`src/rtl/irqc_pkg.sv`:
```
package irqc_pkg;

   // Kind of register hit by a decoded bus offset
   typedef enum logic [1:0] {
      RK_NONE = 2'd0,
      RK_STAT = 2'd1,
      RK_MASK = 2'd2,
      RK_RST  = 2'd3
   } reg_kind_e;

   localparam int IDX_W = 4;

   typedef struct packed {
      reg_kind_e        kind;
      logic [IDX_W-1:0] idx;
   } reg_sel_t;

endpackage

```
`src/rtl/irqc_sync.sv`:
```
// Multi-stage level synchronizer; STAGES = 0 selects a plain pass-through.
module irqc_sync #(
   parameter int W      = 32,
   parameter int STAGES = 2
) (
   input  logic         clk,
   input  logic         rst_n,
   input  logic [W-1:0] d,
   output logic [W-1:0] q
);

   if (STAGES < 0) begin : g_bad_stages
      $error("irqc_sync: STAGES must not be negative");
   end

   if (STAGES == 0) begin : g_bypass
      assign q = d;
   end else begin : g_chain
      logic [STAGES-1:0][W-1:0] sr;

      always_ff @(posedge clk or negedge rst_n) begin
         if (!rst_n) begin
            sr <= '0;
         end else begin
            sr[0] <= d;
            for (int s = 1; s < STAGES; s++) begin
               sr[s] <= sr[s-1];
            end
         end
      end

      assign q = sr[STAGES-1];
   end

endmodule

```
`src/rtl/irqc_decode.sv`:
```
// Maps a byte offset onto a register kind and index within the window.
module irqc_decode
   import irqc_pkg::*;
#(
   parameter int ADDR_W    = 12,
   parameter int NUM_BANKS = 2,
   parameter int NUM_RST   = 2,
   parameter int STAT_BASE = 'h020,
   parameter int MASK_BASE = 'h030,
   parameter int RST_BASE  = 'h0D0
) (
   input  logic [ADDR_W-1:0] addr,
   output reg_sel_t          sel
);

   always_comb begin
      sel.kind = RK_NONE;
      sel.idx  = '0;
      if (!addr[0]) begin
         for (int b = 0; b < NUM_BANKS; b++) begin
            if (addr == ADDR_W'(STAT_BASE + 2*b)) begin
               sel.kind = RK_STAT;
               sel.idx  = IDX_W'(b);
            end
            if (addr == ADDR_W'(MASK_BASE + 2*b)) begin
               sel.kind = RK_MASK;
               sel.idx  = IDX_W'(b);
            end
         end
         for (int r = 0; r < NUM_RST; r++) begin
            if (addr == ADDR_W'(RST_BASE + 2*r)) begin
               sel.kind = RK_RST;
               sel.idx  = IDX_W'(r);
            end
         end
      end
   end

endmodule

```
`src/rtl/irqc_bank.sv`:
```
// One halfword slice: mask storage (set-to-disable) and pending computation.
module irqc_bank #(
   parameter int W = 16
) (
   input  logic         clk,
   input  logic         rst_n,
   input  logic [W-1:0] stat_i,
   input  logic         mask_we,
   input  logic [W-1:0] wdata,
   output logic [W-1:0] mask_o,
   output logic [W-1:0] pend_o
);

   logic [W-1:0] mask_q;

   always_ff @(posedge clk or negedge rst_n) begin
      if (!rst_n) begin
         mask_q <= '1;
      end else if (mask_we) begin
         mask_q <= wdata;
      end
   end

   assign mask_o = mask_q;
   assign pend_o = stat_i & ~mask_q;

endmodule

```
`src/rtl/irqc_rstctl.sv`:
```
// Bank of read/write halfword registers driving peripheral reset outputs.
module irqc_rstctl #(
   parameter int W       = 16,
   parameter int NUM     = 2,
   parameter int RST_VAL = 0
) (
   input  logic             clk,
   input  logic             rst_n,
   input  logic [NUM-1:0]   we,
   input  logic [W-1:0]     wdata,
   output logic [NUM*W-1:0] regs_o
);

   for (genvar r = 0; r < NUM; r++) begin : g_reg
      logic [W-1:0] q;

      always_ff @(posedge clk or negedge rst_n) begin
         if (!rst_n) begin
            q <= W'(RST_VAL);
         end else if (we[r]) begin
            q <= wdata;
         end
      end

      assign regs_o[r*W +: W] = q;
   end

endmodule

```
`src/rtl/irq_combiner_regs.sv`:
```
module irq_combiner_regs
   import irqc_pkg::*;
#(
   parameter int ADDR_W      = 12,
   parameter int HALF_W      = 16,
   parameter int NUM_SRC     = 32,
   parameter int NUM_RST     = 2,
   parameter int SYNC_STAGES = 2,
   parameter int STAT_BASE   = 'h020,
   parameter int MASK_BASE   = 'h030,
   parameter int RST_BASE    = 'h0D0,
   parameter int RST_INIT    = 0
) (
   input  logic                    clk,
   input  logic                    rst_n,
   input  logic                    bus_sel,
   input  logic                    bus_wr,
   input  logic [ADDR_W-1:0]       bus_addr,
   input  logic [HALF_W-1:0]       bus_wdata,
   output logic [HALF_W-1:0]       bus_rdata,
   input  logic [NUM_SRC-1:0]      src_lvl,
   output logic                    irq_out_n,
   output logic [NUM_RST*HALF_W-1:0] dev_rst_o
);

   localparam int NUM_BANKS = NUM_SRC / HALF_W;

   if (NUM_SRC % HALF_W != 0) begin : g_chk_split
      $error("irq_combiner_regs: NUM_SRC must be a multiple of HALF_W");
   end
   if (NUM_BANKS > (1 << IDX_W) || NUM_RST > (1 << IDX_W)) begin : g_chk_idx
      $error("irq_combiner_regs: too many registers for the index field");
   end
   if (NUM_RST < 1) begin : g_chk_rst
      $error("irq_combiner_regs: NUM_RST must be at least 1");
   end

   // Synchronized levels; the last synchronizer stage is the status register
   logic [NUM_SRC-1:0] stat_q;
   logic [NUM_SRC-1:0] mask_q;
   logic [NUM_SRC-1:0] pend_w;

   irqc_sync #(.W(NUM_SRC), .STAGES(SYNC_STAGES)) u_sync (
      .clk   (clk),
      .rst_n (rst_n),
      .d     (src_lvl),
      .q     (stat_q)
   );

   reg_sel_t dsel;

   irqc_decode #(
      .ADDR_W    (ADDR_W),
      .NUM_BANKS (NUM_BANKS),
      .NUM_RST   (NUM_RST),
      .STAT_BASE (STAT_BASE),
      .MASK_BASE (MASK_BASE),
      .RST_BASE  (RST_BASE)
   ) u_dec (
      .addr (bus_addr),
      .sel  (dsel)
   );

   logic wr_acc;
   logic rd_acc;
   assign wr_acc = bus_sel & bus_wr;
   assign rd_acc = bus_sel & ~bus_wr;

   for (genvar b = 0; b < NUM_BANKS; b++) begin : g_bank
      logic we_b;
      assign we_b = wr_acc && (dsel.kind == RK_MASK) && (dsel.idx == IDX_W'(b));

      irqc_bank #(.W(HALF_W)) u_bank (
         .clk     (clk),
         .rst_n   (rst_n),
         .stat_i  (stat_q[b*HALF_W +: HALF_W]),
         .mask_we (we_b),
         .wdata   (bus_wdata),
         .mask_o  (mask_q[b*HALF_W +: HALF_W]),
         .pend_o  (pend_w[b*HALF_W +: HALF_W])
      );
   end

   logic [NUM_RST-1:0] rst_we;
   for (genvar r = 0; r < NUM_RST; r++) begin : g_rst_we
      assign rst_we[r] = wr_acc && (dsel.kind == RK_RST) && (dsel.idx == IDX_W'(r));
   end

   irqc_rstctl #(.W(HALF_W), .NUM(NUM_RST), .RST_VAL(RST_INIT)) u_rst (
      .clk    (clk),
      .rst_n  (rst_n),
      .we     (rst_we),
      .wdata  (bus_wdata),
      .regs_o (dev_rst_o)
   );

   // Combined level output, registered, active low
   logic irq_n_q;
   always_ff @(posedge clk or negedge rst_n) begin
      if (!rst_n) begin
         irq_n_q <= 1'b1;
      end else begin
         irq_n_q <= ~|pend_w;
      end
   end
   assign irq_out_n = irq_n_q;

   // Same-cycle read multiplexer
   always_comb begin
      bus_rdata = '0;
      if (rd_acc) begin
         case (dsel.kind)
            RK_STAT: bus_rdata = stat_q[int'(dsel.idx)*HALF_W +: HALF_W];
            RK_MASK: bus_rdata = mask_q[int'(dsel.idx)*HALF_W +: HALF_W];
            RK_RST:  bus_rdata = dev_rst_o[int'(dsel.idx)*HALF_W +: HALF_W];
            default: bus_rdata = '0;
         endcase
      end
   end

endmodule

```
`config.mk`:
```
export PLATFORM = sky130hd
export DESIGN_NAME = irq_combiner_regs
export DESIGN_NICKNAME = d
export VERILOG_FILES = /design/src/rtl/irqc_pkg.sv /design/src/rtl/irqc_sync.sv /design/src/rtl/irqc_decode.sv /design/src/rtl/irqc_bank.sv /design/src/rtl/irqc_rstctl.sv /design/src/rtl/irq_combiner_regs.sv
export SDC_FILE = /design/constraint.sdc
export NUM_CORES = 1
export LEC_CHECK = 0
export BUFFER_PORTS_ARGS = -buffer_cell sky130_fd_sc_hd__buf_2
export CORE_UTILIZATION = 58
export DETAILED_ROUTE_END_ITERATION = 6
export PLACE_DENSITY = 0.87
export REMOVE_ABC_BUFFERS = 1
export SLEW_MARGIN = 20
export SYNTH_ARGS = -nofsm -noshare
export SYNTH_HDL_FRONTEND = slang
export SYNTH_SLANG_ARGS = --single-unit
```
`constraint.sdc`:
```
create_clock -name clk -period 3.6 [get_ports clk]
set_input_delay 0.36 -clock clk [delete_from_list [all_inputs] [get_ports clk]]
set_output_delay 0.36 -clock clk [all_outputs]
set_load 0.05 [all_outputs]
```
# --- Word level (Yosys, flattened, before mapping) ---
# Cells that the tools add are included.
op_classes:
  n_eq_ne: 10
  n_shift: 3
  mux: 9
  bitwise: 7
  n_reduce_logical: 9
op_table:
  columns: ["operator", "count"]
  rows:
  - ["32-bit by 9-bit variable part select with 16-bit output", 3]
  - ["12-bit by 6-bit equality test with 1-bit output, second input constant", 4]
  - ["16-bit one-hot mux with 3 select lines", 1]
  - ["6-bit 2-to-1 mux", 6]
  - ["16-bit AND", 2]
  - ["16-bit inverter", 2]
  - ["32-bit OR reduction", 1]
  - ["12-bit by 8-bit equality test with 1-bit output, second input constant", 2]
  - ["16-bit 2-to-1 mux", 1]
  - ["1-bit logical AND", 6]
  - ["5-bit 2-to-1 mux", 1]
  - ["2-bit equality test, second input constant", 2]
  - ["4-bit by 1-bit equality test with 1-bit output, second input constant", 1]
  - ["4-bit logical NOT", 1]
  - ["1-bit AND", 2]
  - ["2-bit by 1-bit equality test with 1-bit output, second input constant", 1]
  - ["1-bit logical NOT", 1]
  - ["1-bit inverter", 1]
word_totals:
  reg_bits: 129
  output_inout_bits: 49
  word_cells: 45

# --- Logic depth before layout (Yosys ltp) ---
# Gate-level depths: netlist of the first run.
depth:
  depth_word: 11
  ltp_mapped: 8
  mapped_depth_nobuf: 5

# --- Cells and area by module ---
# A second synthesis of the first run with hierarchy kept.
hier_totals:
  hier_cells: 430
  area_unflattened_um2: 5833.1
by_module_without_submodules:
  columns: ["mod", "n_inst", "cells_per_inst", "area_each_um2", "seq_area_each_um2"]
  rows:
  - ["irqc_sync", 1, 96, 1841.8, 1601.5]
  - ["irqc_bank", 2, 50, 769.5, 420.4]
  - ["irqc_rstctl", 1, 68, 1298.7, 800.8]
  - ["irq_combiner_regs", 1, 151, 1032.2, 26.3]
  - ["irqc_decode", 1, 15, 121.4, 0.0]

# --- Least setup slack after synthesis of the first run ---
# Ideal clock, no wire load.
synth_timing:
  path_kind: "input port to output port"
  from: "input port bus_addr[3]"
  to: "output port bus_rdata[14]"
  t_arrival_ns: 2.708
  required_time_ns: 3.240
  slack_ns: 0.532
  stages: 5
  n_path_buf: 0
  cell_sequence: "or4_4 nor4_4 and4b_1 inv_1 nor3_1"
synth_via:
  elab_chain_len: 11
  elab_cells_between_ends: 21
  cone_classes: "eq/ne: 9; shift: 3; mux: 9"
synth_rtl:
  columns: ["item", "line_no", "source"]
  rows:
  - ["start: declaration", "irq_combiner_regs.sv:18", "input logic [ADDR_W-1:0] bus_addr,"]
  - ["12-bit by 6-bit equality test with 1-bit output", "irqc_decode.sv:21", "if (addr == ADDR_W'(STAT_BASE + 2*b)) begin"]
  - ["5-bit 2-to-1 mux", "irqc_decode.sv:21", null]
  - ["6-bit 2-to-1 mux", "irqc_decode.sv:25", "if (addr == ADDR_W'(MASK_BASE + 2*b)) begin"]
  - ["6-bit 2-to-1 mux", "irqc_decode.sv:21", null]
  - ["6-bit 2-to-1 mux", "irqc_decode.sv:25", null]
  - ["6-bit 2-to-1 mux", "irqc_decode.sv:31", "if (addr == ADDR_W'(RST_BASE + 2*r)) begin"]
  - ["6-bit 2-to-1 mux *", "irqc_decode.sv:31", null]
  - ["6-bit 2-to-1 mux *", "irqc_decode.sv:19", "if (!addr[0]) begin"]
  - ["parallel branches: the longest is 1 deep, another holds 32-bit by 9-bit variable part select with 16-bit output", null, null]
  - ["16-bit one-hot mux with 3 select lines *", "irq_combiner_regs.sv:112", "case (dsel.kind)"]
  - ["16-bit 2-to-1 mux *", "irq_combiner_regs.sv:111", "if (rd_acc) begin"]
  - ["end: declaration", "irq_combiner_regs.sv:20", "output logic [HALF_W-1:0] bus_rdata,"]
# Every way passes the cells marked *.

# --- Worst setup path in the final report of the first run ---
layout_timing:
  from: "input port bus_addr[3]"
  to: "output port bus_rdata[10]"
# Same word-level chain as after synthesis.

==> results of run 1 <==
## worst max path at each step
stage	startpoint	end	slack, ns	cells past startpoint
6_report	bus_addr[3]	bus_rdata[10]	0.32	7
5_1_grt	bus_addr[3]	bus_rdata[10]	0.21	7
4_1_cts	bus_addr[3]	bus_rdata[10]	0.41	7
3_5_place_dp	bus_addr[3]	bus_rdata[9]	0.44	7
3_3_place_gp	bus_addr[3]	bus_rdata[14]	0.57	7
2_1_floorplan	bus_addr[5]	bus_rdata[14]	0.36	5
## kinds of logic after synthesis
| family | count (synthesis) |
|---|---|
| buffers and inverters | 54 |
| and+or+nand+nor | 47 |
| DFF | 129 |
| AOI/OAI and AO/OA | 97 |
| muxes | 65 |
## power by group through the flow
stage / logic, mW / clock network, mW / registers (mW)
2_1_floorplan: 0.0572 / 0 / 1.53
3_3_place_gp: 0.159 / 0 / 1.53
3_5_place_dp: 0.164 / 0 / 1.53
4_1_cts: 0.196 / 1.64 / 1.51
5_1_grt: 0.218 / 1.72 / 1.51
6_report: 0.199 / 1.64 / 1.51
## sequential cells by signal (all words and copies together), names as in the netlist
register,cells
u_sync.q,32
irq_out_n,1
u_sync.g_chain.sr,32
g_bank.u_bank.mask_o,32
u_rst.g.q,32
## what timing repair did
item | 4_1_cts | 5_1_grt
hold endpoints to repair | 77 | 0
hold buffers | 33 | 0
endpoints found under the setup margin | 0 | 0
## per-layer routing
metal | vias to the layer above | part of all wire [%]
met4 | 0 | 3.4
met5 | - | 0
met1 | 2042 | 39
met3 | 49 | 8.0
li1 | 1735 | -
met2 | 245 | 49
## final cells by class
| type | instances | share of cell area, % |
|---|---|---|
| inverters | 33 | 1.86 |
| clock buffers | 19 | 6.62 |
| multi-input cells | 209 | 24.8 |
| well taps | 105 | 1.97 |
| flip-flops and latches | 129 | 49.0 |
| repair buffers | 148 | 13.9 |
| clock inverters | 13 | 1.91 |
## synth_stat cells, types with 2 or more instances
| cell | number |
|---|---|
| dfstp_2 | 33 |
| mux2_2 | 65 |
| dfrtp_1 | 96 |
| and3_1 | 2 |
| inv_1 | 33 |
| nand2_1 | 6 |
| buf_2 | 3 |
| a21oi_1 | 3 |
| o221ai_1 | 15 |
| nor2_1 | 16 |
| o211ai_1 | 2 |
| nand3_2 | 2 |
| clkbuf_1 | 15 |
| o21a_1 | 2 |
| and4b_1 | 2 |
| nand4_2 | 2 |
| nor3_1 | 2 |
| o21ai_0 | 28 |
| o22ai_1 | 42 |
| nor4_1 | 4 |
## metrics by stage
stage	instance area, µm²	hold slack (ns)
final	6680	0.0962
after global placement	5780	0.331
after global routing	6680	0.0905
after CTS	6680	0.0825
after detailed placement	5780	0.335
after floorplan	5050	0.0644
==> flow_summary.json, run 1 <==
{
  "core_area_um2": 8380,
  "gr-usage-met2_pct": 54.7,
  "htree_levels": 4,
  "required_ns": 3.24,
  "hold_depth": 2,
  "overflow": 0,
  "syn_area_um2": 5140,
  "grt_pass1_wl_um": 22300,
  "reg2reg_setup_slack_ns": 1.75,
  "peakVddDrop_mv": 0.424,
  "dpl_worst_slack_ns": 0.436,
  "ys_seq_area_share_pct": 63.6,
  "placementRows": 33,
  "gp_congestion": 0.840,
  "yosys.area_share.simple_pct": 5.74,
  "layout_common_cells": "buf_2 (111), dfrtp_1 (96), mux2_2 (65), o22ai_1 (42)",
  "vias": 4071,
  "syn2layout_area_growth_pct": 29.9,
  "grt_usage_pct": 34.4,
  "synthAdderAreaFrac_pct": 0,
  "synth_compound_area_share_pct": 12.2,
  "cp_slowest_cell": "and4b_1",
  "arrival_ns": 2.92,
  "final_antenna_net_count": 0,
  "start_util_pct": 61.3,
  "hold_viol_final": 0,
  "final_core_util_pct": 79.6,
  "hp-start": "bus_wdata[8]",
  "hpwl_um": 8080,
  "grt_start_max_net_pins": 67,
  "critical_path.cell_chain": "buf_2, or4_4, nor4_4, and4b_1, o21ai_0, nor2_1, buf_2",
  "cts_setup_buffers": 0,
  "fmax_ghz": 0.305,
  "p_clk_share_pct": 49.0,
  "grt_setup_unrepaired": "no",
  "fin_ws_ns": 0.322,
  "fin_skew_ns": 0.00688,
  "maxCapViolCount": 0,
  "period_minus_slack_ns": 3.28,
  "power_frac_seq_pct": 45.0,
  "final_common_cell": "buf_2",
  "avgViaCountPerCell": 6.21,
  "power_frac_comb_pct": 5.9,
  "p_sw_share_pct": 24.3,
  "num_io_pins": 113,
  "async_flop_share_pct": 100,
  "critical_path.most_common_cell": "buf_2",
  "power_mw": 3.35,
  "drive_above_1_share_pct": 45.7,
  "final_cells": 656,
  "power_density_nw_per_um2": 502,
  "synth_enable_flop_cells": 0,
  "synth_xor_area_share_pct": 0,
  "start_kind": "primary input",
  "die_w_um": 96.1,
  "clk_latency_ns": 0.54,
  "path_buf_inv": 2,
  "first_global_vias": 4156,
  "worst_pin_slew_ns": 0.811,
  "placed_cells": 591,
  "crit_fanout": 15,
  "r2r_start": "g_bank[0].u_bank.mask_o[10]",
  "worstRegToRegCells": 4,
  "cts_made_buffers": 17,
  "die_area_um2": 9240,
  "fill_cells": 471,
  "wl_um": 14400,
  "finalSetupViolations": 0,
  "p_sw_mw": 0.815,
  "cp_top_family": "simple AND/OR/NAND/NOR gates",
  "p_leak_nw": 3.32,
  "setup-tns-final_ns": 0,
  "multi_input_area_um2": 1650,
  "final_max_slew_viol_count": 0,
  "top_usage_layer": "met2",
  "hold_class": "primary input to flop",
  "r2r_end": "irq_out_n",
  "wl_per_cell_um": 22.0,
  "drt_pass1_iterations": 5,
  "port_buffers": 112,
  "die_h_um": 96.1,
  "cts_root_buf": "clkbuf_8",
  "cts.path.max_buffers": 2,
  "muxShareOfSynthArea_pct": 14.2,
  "num_antenna_cells": 0,
  "netlist-cell-type-count": 39,
  "drtIter0Drc": 278,
  "regArea_um2": 3270,
  "ys_ff_latch": 129,
  "synth_area_leaders": "dfrtp_1 (47%), dfstp_2 (17%), mux2_2 (14%)",
  "grt_use_met1_pct": 42.9,
  "layout.nets": 602,
  "yosysWarnings": 0,
  "antenna_found_initial": 0,
  "cpPeakStageDelay_ns": 0.75,
  "cts_resized": 0,
  "worstHoldEndpoint": "u_rst.g_reg[0].q[8]",
  "max_slew_margin_pct": 46.0,
  "synth_top_flop_cell": "dfrtp_1",
  "power.internal_mw": 2.54,
  "synth_top_family_by_area": "multiplexers",
  "critPathCaptureType": "primary output",
  "syn_inst": 392,
  "synth_top_cell_by_area": "dfrtp_1",
  "period_share_pct": 91.1,
  "status": "completed",
  "crit_type": "primary input to primary output",
  "cts_tree": "built",
  "numClockSinks": 129,
  "synth.avg_cell_area_um2": 13.1,
  "gr-usage-met3_pct": 9.40,
  "synth_top_area_share_pct": 46.7,
  "clkTransAtPathRegs_ns": 0.06,
  "drc": 0
}
Note: power is estimated with default switching activity, not from simulation.
==> run 2: changes to the inputs <==
--- a/config.mk
+++ b/config.mk
@@ -8,6 +8,7 @@
 export BUFFER_PORTS_ARGS = -buffer_cell sky130_fd_sc_hd__buf_2
 export CORE_UTILIZATION = 58
 export DETAILED_ROUTE_END_ITERATION = 6
+export MAX_ROUTING_LAYER = met4
 export PLACE_DENSITY = 0.87
 export REMOVE_ABC_BUFFERS = 1
 export SLEW_MARGIN = 20
==> run 2 against run 1 <==
Via count grew 0.49%; highest routed layer unchanged; clock power is essentially flat; setup slack lost 0.013 ns; sequential cell count is the same; design area is the same; global-route usage grew 0.92 points; non-clock buffer count is the same; hold slack gained 0.0065 ns.
==> flow_summary.json, run 2 (same netlist as run 1, synthesis figures left out) <==
{
  "arrival_ns": 2.93,
  "wl_per_cell_um": 22.0,
  "clkTransAtPathRegs_ns": 0.06,
  "placed_cells": 591,
  "final_cells": 656,
  "worstRegToRegCells": 4,
  "cpPeakStageDelay_ns": 0.74,
  "core_area_um2": 8380,
  "drtIter0Drc": 289,
  "hp-start": "bus_wdata[8]",
  "syn2layout_area_growth_pct": 29.9,
  "die_w_um": 96.1,
  "path_buf_inv": 2,
  "peakVddDrop_mv": 0.422,
  "critical_path.cell_chain": "buf_2, or4_4, nor4_4, and4b_1, o21ai_0, nor2_1, buf_2",
  "hpwl_um": 8080,
  "period_minus_slack_ns": 3.29,
  "hold_class": "primary input to flop",
  "fill_cells": 471,
  "vias": 4091,
  "grt_start_max_net_pins": 67,
  "cp_top_family": "simple AND/OR/NAND/NOR gates",
  "final_common_cell": "buf_2",
  "fin_ws_ns": 0.309,
  "worst_pin_slew_ns": 0.798,
  "first_global_vias": 4163,
  "cp_slowest_cell": "and4b_1",
  "worstHoldEndpoint": "u_rst.g_reg[0].q[8]",
  "cts.path.max_buffers": 2,
  "power_mw": 3.35,
  "start_util_pct": 61.3,
  "r2r_start": "g_bank[0].u_bank.mask_o[10]",
  "critical_path.most_common_cell": "buf_2",
  "hold_viol_final": 0,
  "layout.nets": 602,
  "layout_common_cells": "buf_2 (111), dfrtp_1 (96), mux2_2 (65), o22ai_1 (42)",
  "num_io_pins": 113,
  "numClockSinks": 129,
  "start_kind": "primary input",
  "cts_tree": "built",
  "fmax_ghz": 0.304,
  "die_h_um": 96.1,
  "critPathLaunch": "bus_addr[3]",
  "drc": 0,
  "fin_skew_ns": 0.00886,
  "dpl_worst_slack_ns": 0.436,
  "clk_latency_ns": 0.53,
  "cts_setup_buffers": 0,
  "crit_type": "primary input to primary output",
  "cts_resized": 0,
  "finalSetupViolations": 0,
  "drt_pass1_iterations": 5,
  "die_area_um2": 9240,
  "grt_usage_pct": 35.3,
  "crit_fanout": 15,
  "gp_congestion": 0.853,
  "wl_um": 14400,
  "antenna_found_initial": 0,
  "max_slew_margin_pct": 46.7,
  "cts_made_buffers": 17,
  "ctsHoldBuffers": 33,
  "htree_levels": 4,
  "hold_ws_ns": 0.103,
  "grt_setup_unrepaired": "no",
  "cts_root_buf": "clkbuf_8",
  "avgViaCountPerCell": 6.24,
  "maxCapViolCount": 0,
  "status": "completed",
  "port_buffers": 112,
  "final_max_slew_viol_count": 0,
  "period_share_pct": 91.4,
  "power_density_nw_per_um2": 502,
  "required_ns": 3.24,
  "placementRows": 33,
  "final_antenna_net_count": 0,
  "p_leak_nw": 3.32,
  "num_antenna_cells": 0,
  "drive_above_1_share_pct": 45.7,
  "reg2reg_setup_slack_ns": 1.74,
  "setup-tns-final_ns": 0,
  "overflow": 0,
  "hold_depth": 2,
  "grt_pass1_wl_um": 22200,
  "critPathCaptureType": "primary output",
  "r2r_end": "irq_out_n"
}
## run 2: where the power goes
group	total [mW]	switching (mW)	internal, mW
clock network	1.64	0.676	0.964
registers	1.51	0.0184	1.49
logic	0.200	0.116	0.0838
## run 2: layer usage
metal,global-route usage (%),vias up,share of wire [%]
li1,-,1730,-
met1,42.9,2059,39
met2,54.6,261,50
met3,9.40,41,8.9
met4,17.9,0,2.7
met5,-,-,0
## run 2: layout make-up
cell class	instances	area (µm²)	share of cell area [%]
Tap cell	105	131	1.97
Inverter	33	124	1.86
Sequential cell	129	3270	49.0
Multi-Input combinational cell	209	1650	24.8
Clock inverter	13	128	1.91
Timing Repair Buffer	148	928	13.9
Clock buffer	19	442	6.62
## run 2: how the worst max path moves through the flow
stage,cells past startpoint,endpoint,slack [ns]
after detailed placement,7,bus_rdata[9],0.44
after floorplan,5,bus_rdata[14],0.36
after global placement,7,bus_rdata[14],0.57
after CTS,7,bus_rdata[10],0.41
final,7,bus_rdata[10],0.31
after global routing,7,bus_rdata[10],0.21
## run 2: stage by stage
stage	utilization [%]	instance area, µm²
6_report	79.6	6680
5_1_grt	79.6	6680
4_1_cts	79.6	6680
3_5_place_dp	68.9	5780
3_3_place_gp	68.9	5780
2_1_floorplan	-	5050
